`config.mk`:
```
export PLATFORM = sky130hd
export DESIGN_NAME = wdRelGate
export DESIGN_NICKNAME = d
export VERILOG_FILES = /design/src/rtl/wdgPkg.sv /design/src/rtl/wdgDatapath.sv /design/src/rtl/wdgCtrl.sv /design/src/rtl/wdRelGate.sv
export SDC_FILE = /design/constraint.sdc
export NUM_CORES = 1
export LEC_CHECK = 0
export ABC_AREA = 0
export BUFFER_PORTS_ARGS = -buffer_cell sky130_fd_sc_hd__buf_2
export CORE_ASPECT_RATIO = 1.4
export CORE_MARGIN = 4
export CORE_UTILIZATION = 25
export DETAILED_ROUTE_END_ITERATION = 10
export PLACE_DENSITY = 0.56
export SKIP_CTS_REPAIR_TIMING = 1
export SYNTH_ARGS = -nofsm -noshare
export SYNTH_HDL_FRONTEND = slang
export SYNTH_SLANG_ARGS = --single-unit
```
`constraint.sdc`:
```
create_clock -name clk -period 3.1 [get_ports clk]
set_input_delay 0.31 -clock clk [delete_from_list [all_inputs] [get_ports clk]]
set_output_delay 0.31 -clock clk [all_outputs]
set_load 0.01 [all_outputs]
```
`src/rtl/wdgPkg.sv`:
```
package wdgPkg;

  // Reasons the gate may open for the head burst.
  typedef struct packed {
    logic lastHeld;   // a burst-ending beat sits in the FIFO
    logic fillFull;   // the FIFO has no free slot
    logic overMark;   // occupancy is above the threshold
  } relCause_t;

  // Strobes from the control part to the datapath.
  typedef struct packed {
    logic popBeat;    // a beat leaves the FIFO this cycle
    logic popLast;    // the head beat ends its burst
  } ctlStrobe_t;

  typedef enum logic {
    GATE_SHUT = 1'b0,
    GATE_OPEN = 1'b1
  } gateState_t;

endpackage

```
`src/rtl/wdgDatapath.sv`:
```
module wdgDatapath
  import wdgPkg::*;
#(
  parameter int DEPTH   = 8,
  parameter int TM_INIT = DEPTH,
  localparam int LW     = $clog2(DEPTH + 1)
) (
  input  logic             clk,
  input  logic             rstN,
  input  logic             tmWrEn,
  input  logic [LW-1:0]    tmWrData,
  input  logic             pushEn,
  input  logic             pushLast,
  input  logic [LW-1:0]    fillLevel,
  input  logic             fifoFull,
  input  ctlStrobe_t       strobe,
  output relCause_t        cause
);

  localparam logic [LW-1:0] ONE = LW'(1);

  logic [LW-1:0] lastCnt;
  logic          lastIn;
  logic          lastOut;

  assign lastIn  = pushEn & pushLast;
  assign lastOut = strobe.popBeat & strobe.popLast;

  // Count of burst-ending beats currently buffered in the FIFO.
  always_ff @(posedge clk or negedge rstN) begin
    if (!rstN) begin
      lastCnt <= '0;
    end else begin
      case ({lastIn, lastOut})
        2'b10:   lastCnt <= lastCnt + ONE;
        2'b01:   lastCnt <= lastCnt - ONE;
        default: lastCnt <= lastCnt;
      endcase
    end
  end

  assign cause.lastHeld = (lastCnt != '0);
  assign cause.fillFull = fifoFull;

  generate
    if (DEPTH >= 4) begin : gMark
      logic [LW-1:0] tmReg;

      always_ff @(posedge clk or negedge rstN) begin
        if (!rstN) begin
          tmReg <= LW'(TM_INIT);
        end else if (tmWrEn) begin
          tmReg <= tmWrData;
        end
      end

      assign cause.overMark = (fillLevel > tmReg);
    end else begin : gNoMark
      assign cause.overMark = 1'b0;
    end
  endgenerate

endmodule

```
`src/rtl/wdgCtrl.sv`:
```
module wdgCtrl
  import wdgPkg::*;
(
  input  logic       clk,
  input  logic       rstN,
  input  relCause_t  cause,
  input  logic       fifoOutVld,
  input  logic       popLast,
  input  logic       dnRdy,
  output logic       dnVld,
  output logic       fifoPop,
  output logic       relOpen,
  output ctlStrobe_t strobe
);

  gateState_t stateQ, stateD;
  logic       anyCause;
  logic       burstDone;

  assign anyCause  = |cause;
  assign relOpen   = (stateQ == GATE_OPEN) | anyCause;
  assign dnVld     = fifoOutVld & relOpen;
  assign fifoPop   = dnVld & dnRdy;
  assign burstDone = fifoPop & popLast;

  assign strobe.popBeat = fifoPop;
  assign strobe.popLast = popLast;

  always_comb begin
    stateD = stateQ;
    case (stateQ)
      GATE_SHUT: if (anyCause && !burstDone) stateD = GATE_OPEN;
      GATE_OPEN: if (burstDone)              stateD = GATE_SHUT;
      default:                               stateD = GATE_SHUT;
    endcase
  end

  always_ff @(posedge clk or negedge rstN) begin
    if (!rstN) stateQ <= GATE_SHUT;
    else       stateQ <= stateD;
  end

endmodule

```
`src/rtl/wdRelGate.sv`:
```
module wdRelGate
  import wdgPkg::*;
#(
  parameter int DEPTH   = 8,
  parameter int TM_INIT = DEPTH,
  localparam int LW     = $clog2(DEPTH + 1)
) (
  input  logic          clk,
  input  logic          rstN,
  input  logic          tmWrEn,
  input  logic [LW-1:0] tmWrData,
  input  logic          pushEn,
  input  logic          pushLast,
  input  logic [LW-1:0] fillLevel,
  input  logic          fifoFull,
  input  logic          fifoOutVld,
  input  logic          popLast,
  input  logic          dnRdy,
  output logic          dnVld,
  output logic          fifoPop,
  output logic          relOpen
);

  relCause_t  cause;
  ctlStrobe_t strobe;

  wdgDatapath #(.DEPTH(DEPTH), .TM_INIT(TM_INIT)) uDp (
    .clk      (clk),
    .rstN     (rstN),
    .tmWrEn   (tmWrEn),
    .tmWrData (tmWrData),
    .pushEn   (pushEn),
    .pushLast (pushLast),
    .fillLevel(fillLevel),
    .fifoFull (fifoFull),
    .strobe   (strobe),
    .cause    (cause)
  );

  wdgCtrl uCtl (
    .clk       (clk),
    .rstN      (rstN),
    .cause     (cause),
    .fifoOutVld(fifoOutVld),
    .popLast   (popLast),
    .dnRdy     (dnRdy),
    .dnVld     (dnVld),
    .fifoPop   (fifoPop),
    .relOpen   (relOpen),
    .strobe    (strobe)
  );

endmodule

```
==> results.toml, run 1 <==
[logic_synthesis]
yosysTopAreaCell = "dfrtp_1"
yosysTopAreaCellShare_pct = 29.9
yosys-top-cells-count = "9 x inv_1, 8 x dfrtp_1, 7 x ha_1, 7 x nand2_1, 5 x o21ai_0"
synthTopCellsByArea = "dfrtp_1 30%, ha_1 13%, nor4_4 6.3%"
synth_top_family_by_area = "simple AND/OR/NAND/NOR gates"
ys_seq_elements = 9
muxShareOfSynthArea_pct = 3.36
synth_area_um2 = 671
yosysMostFrequentCell = "inv_1"
synth_edf_count = 0
synth_xor_area_share_pct = 2.61
async_reset_ff_share_pct = 100
syn_area_per_cell_um2 = 9.86
synthSimpleGateAreaFrac_pct = 21.8
synthAdderAreaFrac_pct = 16.0
synth-compound-area-share_pct = 16.8
seq_area_frac_synth_pct = 33.8
netlist-cell-type-count = 26
synth_fp_nets = 93
ys.flop_type = "dfrtp_1"
synthesis.instances = 68
synth_warnings = 0

[floorplan]
fp.dieW_um = 51.8
initial_core_util_pct = 25.9
num_rows = 22
boundaryPins = 20
die_y_um = 69.3
die_area_mm2 = 0.00359
core_mm2 = 0.00259

[outcome]
outcome = "completed"

[setup_path]
r2r-end = "uDp.lastCnt[3]$_DFFE_PN0P_"
r2r_setup_slack_ns = 0.16
regToRegStartpoint = "uDp.lastCnt[0]$_DFFE_PN0P_"
cp_max_fo = 5
required_ns = 3.22
end_kind = "flip-flop"
critical_path_class = "reg2reg"
cp.arrival_ns = 3.06
cp-start-kind = "flip-flop"
reg2reg_depth = 8

[drt]
wirelength_mm = 1.35
ant_nets = 0
drt_pass1_iterations = 4
vias = 584
drtIter0Drc = 17
viasPerCell = 4.49
wl_per_cell_um = 10.4
drc = 0

[sta]
slew_violations = 0
fin_worst_skew_ns = 0.00355
min_period_ns = 2.94
fmax_mhz = 340
relSlewSlack_pct = 75.5
min_period_over_period_pct = 94.9
tightest_slew_ns = 0.363
hold_violations = 0
tns_ns = 0
setup_viol = 0

[min_path]
min_to = "uDp.gMark.tmReg[2]$_DFFE_PN0P_"
hold_path.class = "in2reg"
hp-start = "tmWrData[2]"
hold_depth = 3

[layout]
fin_area_um2 = 866
insertedDiodeCount = 0
area_growth_syn_to_layout_pct = 29.1
nets = 120
drive_above_1_share_pct = 33.0
fin_cells = 130

[global_route]
grt_max_degree = 12
grt_pass1_vias = 572
grt_usage_pct = 8.73
grt_pass1_wl_mm = 2.37
grt-ovfl-total = 0
antenna_found_initial = 0

[pwr]
ir_worst_vdd_v = 0.000164
leakage_nw = 0.391
p_per_area_mw_per_mm2 = 498

[clock_tree]
cts_max_level = 1
worstSkewPairLatency_ns = 0.25
clockBufferDepth = 2
cts_sinks = 9
clk_pin_slew_ns = 0.06
root_buffer = "clkbuf_4"
cts_inserted_buffers = 3
cts_tree = "yes"

[place]
dpl.hpwl_mm = 1.16
placed_cells = 124
dpl-instance-area_um2 = 822
gp_congestion = 0.733
port_buffers = 19

[flow_run]
drv_cap = 0
[area by class of cell]
class | count | area (µm²)
fillers | 289 | 1720
multi-input cells | 49 | 407
flip-flops and latches | 9 | 226
repair buffers | 23 | 128
well taps | 36 | 45.0
inverters | 9 | 33.8
clock buffers | 4 | 26.3
[where the power goes]
part	internal [W]	switching (W)	leakage (nW)
clock	0.0000493	0.0000361	0.0150
sequential	0.000149	0.0000400	0.105
combinational	0.0000769	0.0000797	0.271
total	0.000275	0.000156	0.391
[how the worst max path moves through the flow]
stage | cells past startpoint | from | end | slack, ns
after detailed placement | 10 | uDp.gMark.tmReg[3]$_DFFE_PN1P_ | uDp.lastCnt[3]$_DFFE_PN0P_ | 0.19
after floorplan | 10 | uDp.gMark.tmReg[3]$_DFFE_PN1P_ | uDp.lastCnt[3]$_DFFE_PN0P_ | 0.30
after global placement | 8 | uDp.lastCnt[0]$_DFFE_PN0P_ | uDp.lastCnt[3]$_DFFE_PN0P_ | 0.22
after CTS | 10 | uDp.gMark.tmReg[3]$_DFFE_PN1P_ | uDp.lastCnt[3]$_DFFE_PN0P_ | 0.16
after global routing | 8 | uDp.lastCnt[0]$_DFFE_PN0P_ | uDp.lastCnt[3]$_DFFE_PN0P_ | -0.02
final | 8 | uDp.lastCnt[0]$_DFFE_PN0P_ | uDp.lastCnt[3]$_DFFE_PN0P_ | 0.16
[sequential cells by signal (all words and copies together) (netlist names)]
register         flops
uDp.gMark.tmReg      4
uCtl.stateQ          1
uDp.lastCnt          4
[worst max-delay path: stages, from the launching register on]
cell	delay, ns
dfrtp_1	0.43
or4_4	0.59
nor4_4	0.33
a211oi_1	0.10
ha_1	0.23
ha_1	0.35
or4b_1	0.51
o311ai_0	0.13
o211ai_1	0.13
[kinds of logic (layout without fill, tap and decap cells)]
group / count (synthesis) / after routing
AND/OR/NAND/NOR: 20 / 20
AO/OA/AOI/OAI: 17 / 17
buffers and inverters: 10 / 36
flip-flops: 9 / 9
adder cells (fa/ha/maj): 8 / 8
XOR/XNOR: 2 / 2
multiplexers: 2 / 2
[cells in the final DEF (no fill, tap or decap), types with 2 or more instances in the layout]
| master | n |
|---|---|
| buf_2 | 19 |
| o21ai_0 | 5 |
| clkbuf_4 | 3 |
| mux2_2 | 2 |
| a211oi_1 | 4 |
| nand3_1 | 3 |
| a21oi_1 | 3 |
| nor4_4 | 2 |
| nor3b_1 | 3 |
| buf_4 | 3 |
| nand2_1 | 7 |
| ha_1 | 7 |
| inv_1 | 9 |
| dfrtp_1 | 8 |
[through the flow]
step                      setup slack, ns  power (W)  hold slack (ns)  util, %
after CTS                           0.162   0.000438           -0.108     32.8
after floorplan                     0.303   0.000297           0.0144        -
after global routing              -0.0196   0.000478            0.257     33.5
final                               0.159   0.000431            0.266     33.5
after global placement              0.225   0.000343            0.167     31.8
after detailed placement            0.187   0.000348            0.168     31.8
[routing by layer]
metal | wire length (µm) | GRT usage [%] | vias to the layer above
li1 | - | - | 299
met1 | 512 | 8.26 | 271
met2 | 752 | 15.3 | 12
met3 | 51 | 1.72 | 2
met4 | 34 | 7.29 | 0
met5 | 0 | 0 | -
(Power assumes the default switching activity.)
==> run 2: changes to the inputs <==
Settings changed: CELL_PAD_IN_SITES_DETAIL_PLACEMENT set to 2, CELL_PAD_IN_SITES_GLOBAL_PLACEMENT set to 2, CORE_UTILIZATION 25 to 29, PLACE_DENSITY 0.56 to 0.86.
==> run 2 against run 1 <==
  * Via count grew 10%
  * First-iteration DRC count down 94%
  * Die area down 12%
  * Largest power group unchanged
  * Combinational power up 14%
  * Wire length increased by 44%
  * Critical path type unchanged
==> results.toml, run 2 (same netlist as run 1, synthesis figures left out) <==
[outcome]
outcome = "completed"

[setup_path]
cp.arrival_ns = 3.05
end_kind = "flip-flop"
required_ns = 3.24
reg2reg_depth = 8
critical_path_class = "reg2reg"
cp-start-kind = "flip-flop"
cp_max_fo = 7

[layout]
insertedDiodeCount = 0
area_growth_syn_to_layout_pct = 31.3
nets = 124
nFillCells = 256
drive_above_1_share_pct = 36.7
largestRegisters = "uDp.gMark.tmReg: 4 flops, uDp.lastCnt: 4 flops, uCtl.stateQ: 1 flops"
most-common-layout-cells = "19 x buf_2, 9 x inv_1, 8 x dfrtp_1"
final_common_cell = "buf_2"

[sta]
setup_viol = 0
tightest_slew_ns = 0.361
fin_worst_skew_ns = 0.00391
fin_ws_ns = 0.191
relSlewSlack_pct = 75.7
fmax_mhz = 344
hold_violations = 0
min_period_ns = 2.91
min_period_over_period_pct = 93.8
hold_slack_ns = 0.256
slew_violations = 0

[floorplan]
die_y_um = 64.9
boundaryPins = 20
num_rows = 20
die_area_mm2 = 0.00316
core_mm2 = 0.00220
initial_core_util_pct = 30.5
fp.dieW_um = 48.6

[flow_run]
drv_cap = 0

[drt]
wl_per_cell_um = 16.2
vias = 645
ant_nets = 0
drc = 0
viasPerCell = 5.38
wirelength_mm = 1.94
drt_pass1_iterations = 3
drtIter0Drc = 1

[global_route]
grt_max_degree = 12
grt-ovfl-total = 0
antenna_found_initial = 0
grt_pass1_vias = 755
grt_usage_pct = 13.7
grt_pass1_wl_mm = 3.31

[pwr]
p_per_area_mw_per_mm2 = 528
power.total_w = 0.000465
pwr-share-clk_pct = 20.4
internal_power_w = 0.000285
comb_power_share_pct = 38.5
switching_power_w = 0.000181
leakage_nw = 0.411
swShare_pct = 38.8
seq_power_share_pct = 41.1
ir_worst_vdd_v = 0.000281

[clock_tree]
root_buffer = "clkbuf_4"
cts_max_level = 1
cts_sinks = 9
cts_tree = "yes"
worstSkewPairLatency_ns = 0.27
clk_pin_slew_ns = 0.07
cts_inserted_buffers = 3
clockBufferDepth = 2

[place]
gp_congestion = 0.773
port_buffers = 19
place_ws_ns = 0.136
dpl.hpwl_mm = 1.50

[min_path]
hold_depth = 3
hold_path.class = "in2reg"
## run 2: cell types whose count changed in the layout (fill, tap and decap cells not counted)
cell | before | now
ha_1 | 7 | 6
buf_4 | 3 | 7
ha_2 | 0 | 1
## run 2: routing by layer
layer | vias to the layer above | share of wire (%) | GRT usage (%)
met4 | 0 | 2.8 | 8.75
met5 | - | 0 | 0
met1 | 320 | 36 | 12.5
li1 | 308 | - | -
met3 | 7 | 3.7 | 4.60
met2 | 10 | 57 | 25.2
## run 2: power by group through the flow
stage	logic, W	registers [W]	clock network (W)
2_1_floorplan	0.000116	0.000181	0
3_3_place_gp	0.000160	0.000190	0
3_5_place_dp	0.000176	0.000193	0
4_1_cts	0.000180	0.000191	0.000101
5_1_grt	0.000208	0.000197	0.000108
6_report	0.000179	0.000192	0.0000949
## run 2: final timing paths
path | startpoint | end | slack (ns)
setup / recovery | uDp.lastCnt[0]$_DFFE_PN0P_ | uDp.lastCnt[3]$_DFFE_PN0P_ | 0.19
hold / removal | tmWrData[2] | uDp.gMark.tmReg[2]$_DFFE_PN0P_ | 0.26
setup reg to reg | uDp.lastCnt[0]$_DFFE_PN0P_ | uDp.lastCnt[3]$_DFFE_PN0P_ | 0.19
hold reg to reg | uDp.gMark.tmReg[3]$_DFFE_PN1P_ | uDp.gMark.tmReg[3]$_DFFE_PN1P_ | 0.51
max in group asynchronous | rstN | uDp.gMark.tmReg[3]$_DFFE_PN1P_ | 2.42
min in group asynchronous | rstN | uDp.gMark.tmReg[1]$_DFFE_PN0P_ | 0.43
## run 2: per-stage QoR
stage	instance area, µm²	utilization (%)	setup TNS (ns)	std cells
after global placement	805	36.5	0	110
after detailed placement	805	36.5	0	110
after floorplan	671	-	0	68
final	881	40.0	0	120
after global routing	881	40.0	-0.00107	120
after CTS	831	37.7	0	114
## run 2: critical path: stages (launching register included)
cell and delay (ns):
dfrtp_1 0.43, or4_4 0.60, nor4_4 0.34, a211oi_1 0.13
ha_2 0.24, ha_1 0.29, or4b_1 0.50, o311ai_0 0.11
o211ai_1 0.13
## run 2: cell type report
class                      count  area (µm²)  area share (%)
multi-input combinational     49         409            46.4
sequential                     9         226            25.7
timing repair buffer          27         158            17.9
inverter                       9        33.8            3.84
tap                           22        27.5            3.12
clock buffer                   4        26.3            2.98
==> run 3: changes to the inputs <==
Settings changed: ABC_AREA 0 to 1, CORE_UTILIZATION 29 to 27, PLACE_DENSITY 0.86 to 0.87.
==> run 3 against run 2 <==
  * Power shrank 10%
  * Area after synthesis down 8.2%
  * Hold slack better by 0.0051 ns
==> results.toml, run 3 <==
[layout]
largestRegisters = "uDp.gMark.tmReg: 4 flops, uDp.lastCnt: 4 flops, uCtl.stateQ: 1 flops"
insertedDiodeCount = 0
most-common-layout-cells = "19 x nand2_1, 19 x buf_2, 14 x inv_1"
area_growth_syn_to_layout_pct = 25.8
nets = 125
fin_area_um2 = 774
drive_above_1_share_pct = 32.3

[place]
dpl.hpwl_mm = 1.30
dpl-instance-area_um2 = 738
gp_congestion = 0.711
place_ws_ns = 0.483
port_buffers = 19

[global_route]
grt_pass1_wl_mm = 2.63
grt_max_degree = 10
grt-ovfl-total = 0
grt_pass1_vias = 631
antenna_found_initial = 0
grt_usage_pct = 10.8

[logic_synthesis]
synth_fp_nets = 100
yosysMostFrequentCell = "nand2_1"
synth_area_um2 = 616
yosysTopAreaCellShare_pct = 32.5
ys_seq_elements = 9
synth_edf_count = 0
synth_warnings = 0
netlist-cell-type-count = 22
synthTopCellsByArea = "dfrtp_1 33%, ha_1 14%, nand2_1 12%"
async_reset_ff_share_pct = 100
yosysTopAreaCell = "dfrtp_1"
seq_area_frac_synth_pct = 36.8
synthesis.instances = 75
ys.flop_type = "dfrtp_1"
yosys-top-cells-count = "19 x nand2_1, 14 x inv_1, 8 x dfrtp_1"
syn_area_per_cell_um2 = 8.21

[pwr]
p_per_area_mw_per_mm2 = 539
power.total_w = 0.000417
leakage_nw = 0.433
ir_worst_vdd_v = 0.000200

[setup_path]
critical_path_class = "reg2reg"
r2r_setup_slack_ns = 0.52
cp-start-kind = "flip-flop"
regToRegStartpoint = "uDp.gMark.tmReg[3]$_DFFE_PN1P_"
cp.arrival_ns = 2.73
reg2reg_depth = 15
required_ns = 3.25
r2r-end = "uDp.lastCnt[3]$_DFFE_PN0P_"
end_kind = "flip-flop"
cp_max_fo = 4

[flow_run]
drv_cap = 0

[clock_tree]
cts_max_level = 1
clk_pin_slew_ns = 0.06
cts_sinks = 9
root_buffer = "clkbuf_4"
worstSkewPairLatency_ns = 0.26
clockBufferDepth = 2
cts_tree = "yes"
cts_inserted_buffers = 3

[sta]
slew_violations = 0
tightest_slew_ns = 0.277
fmax_mhz = 388
fin_worst_skew_ns = 0.000808
hold_violations = 0
relSlewSlack_pct = 81.4
hold_slack_ns = 0.261
min_period_over_period_pct = 83.2
setup_viol = 0
fin_ws_ns = 0.520
tns_ns = 0
min_period_ns = 2.58
rsz0062_at_grt = "no"

[drt]
viasPerCell = 4.69
vias = 568
wl_per_cell_um = 12.5
drt_pass1_iterations = 1
wirelength_mm = 1.52
drc = 0
ant_nets = 0
drtIter0Drc = 0

[min_path]
min_to = "uDp.gMark.tmReg[2]$_DFFE_PN0P_"
hold_depth = 3
hp-start = "tmWrData[2]"
hold_path.class = "in2reg"

[floorplan]
die_y_um = 64.5
fp.dieW_um = 48.4
num_rows = 20
initial_core_util_pct = 28.3
die_area_mm2 = 0.00312
boundaryPins = 20
core_mm2 = 0.00218

[outcome]
outcome = "completed"
run 3: where the power goes:
group	internal, W	switching (W)
registers	0.000149	0.0000322
clock network	0.0000496	0.0000414
logic	0.0000662	0.0000789
total	0.000265	0.000153
run 3: routing by layer:
layer	wire length, µm	track usage (%)	up-vias
li1	-	-	279
met1	543	9.76	273
met2	879	20.9	14
met3	80	2.99	2
met4	14	5.88	0
met5	0	0	-
run 3: worst max path at each step:
stage | from | cells after the start | to
after floorplan | uDp.gMark.tmReg[3]$_DFFE_PN1P_ | 17 | uDp.lastCnt[3]$_DFFE_PN0P_
after global placement | uDp.gMark.tmReg[3]$_DFFE_PN1P_ | 15 | uDp.lastCnt[3]$_DFFE_PN0P_
after detailed placement | uDp.gMark.tmReg[3]$_DFFE_PN1P_ | 15 | uDp.lastCnt[3]$_DFFE_PN0P_
after CTS | uDp.gMark.tmReg[3]$_DFFE_PN1P_ | 15 | uDp.lastCnt[3]$_DFFE_PN0P_
after global routing | uDp.gMark.tmReg[3]$_DFFE_PN1P_ | 15 | uDp.lastCnt[3]$_DFFE_PN0P_
final | uDp.gMark.tmReg[3]$_DFFE_PN1P_ | 15 | uDp.lastCnt[3]$_DFFE_PN0P_
run 3: cell type report:
| class | instances | area (µm²) |
|---|---|---|
| fill | 264 | 1400 |
| multi-input combinational | 49 | 325 |
| sequential | 9 | 226 |
| tap | 22 | 27.5 |
| clock buffer | 4 | 26.3 |
| timing repair buffer | 20 | 105 |
| inverter | 17 | 63.8 |
run 3: worst max-delay path: stages, from the launching register on:
cell and delay [ns]:
dfstp_2 0.52, inv_1 0.05, ha_1 0.28, a21oi_1 0.18, nand2_1 0.08, nand2_1 0.07, nand2_2 0.08, nand3_2 0.09
nor2_2 0.04, ha_1 0.24, ha_1 0.33, nand2_1 0.08, nand2_1 0.06, o21a_1 0.18, o21bai_1 0.13, nand2_1 0.06
run 3: logic make-up (layout without fill, tap and decap cells):
kind of cell | Yosys count | in the layout | synth area share [%]
XOR/XNOR | 3 | 3 | 4.27
AO/OA/AOI/OAI | 9 | 9 | 8.54
multiplexers | 1 | 1 | 1.83
buffers and inverters | 17 | 41 | 10.4
AND/OR/NAND/NOR | 28 | 28 | 20.7
flip-flops | 9 | 9 | 36.8
adder cells (fa/ha/maj) | 8 | 8 | 17.5
run 3: stage by stage:
stage          util (%)  instances
2_1_floorplan         -         75
3_5_place_dp       33.9        116
6_report           35.6        121
5_1_grt            35.6        121
3_3_place_gp       33.9        116
4_1_cts            35.1        120
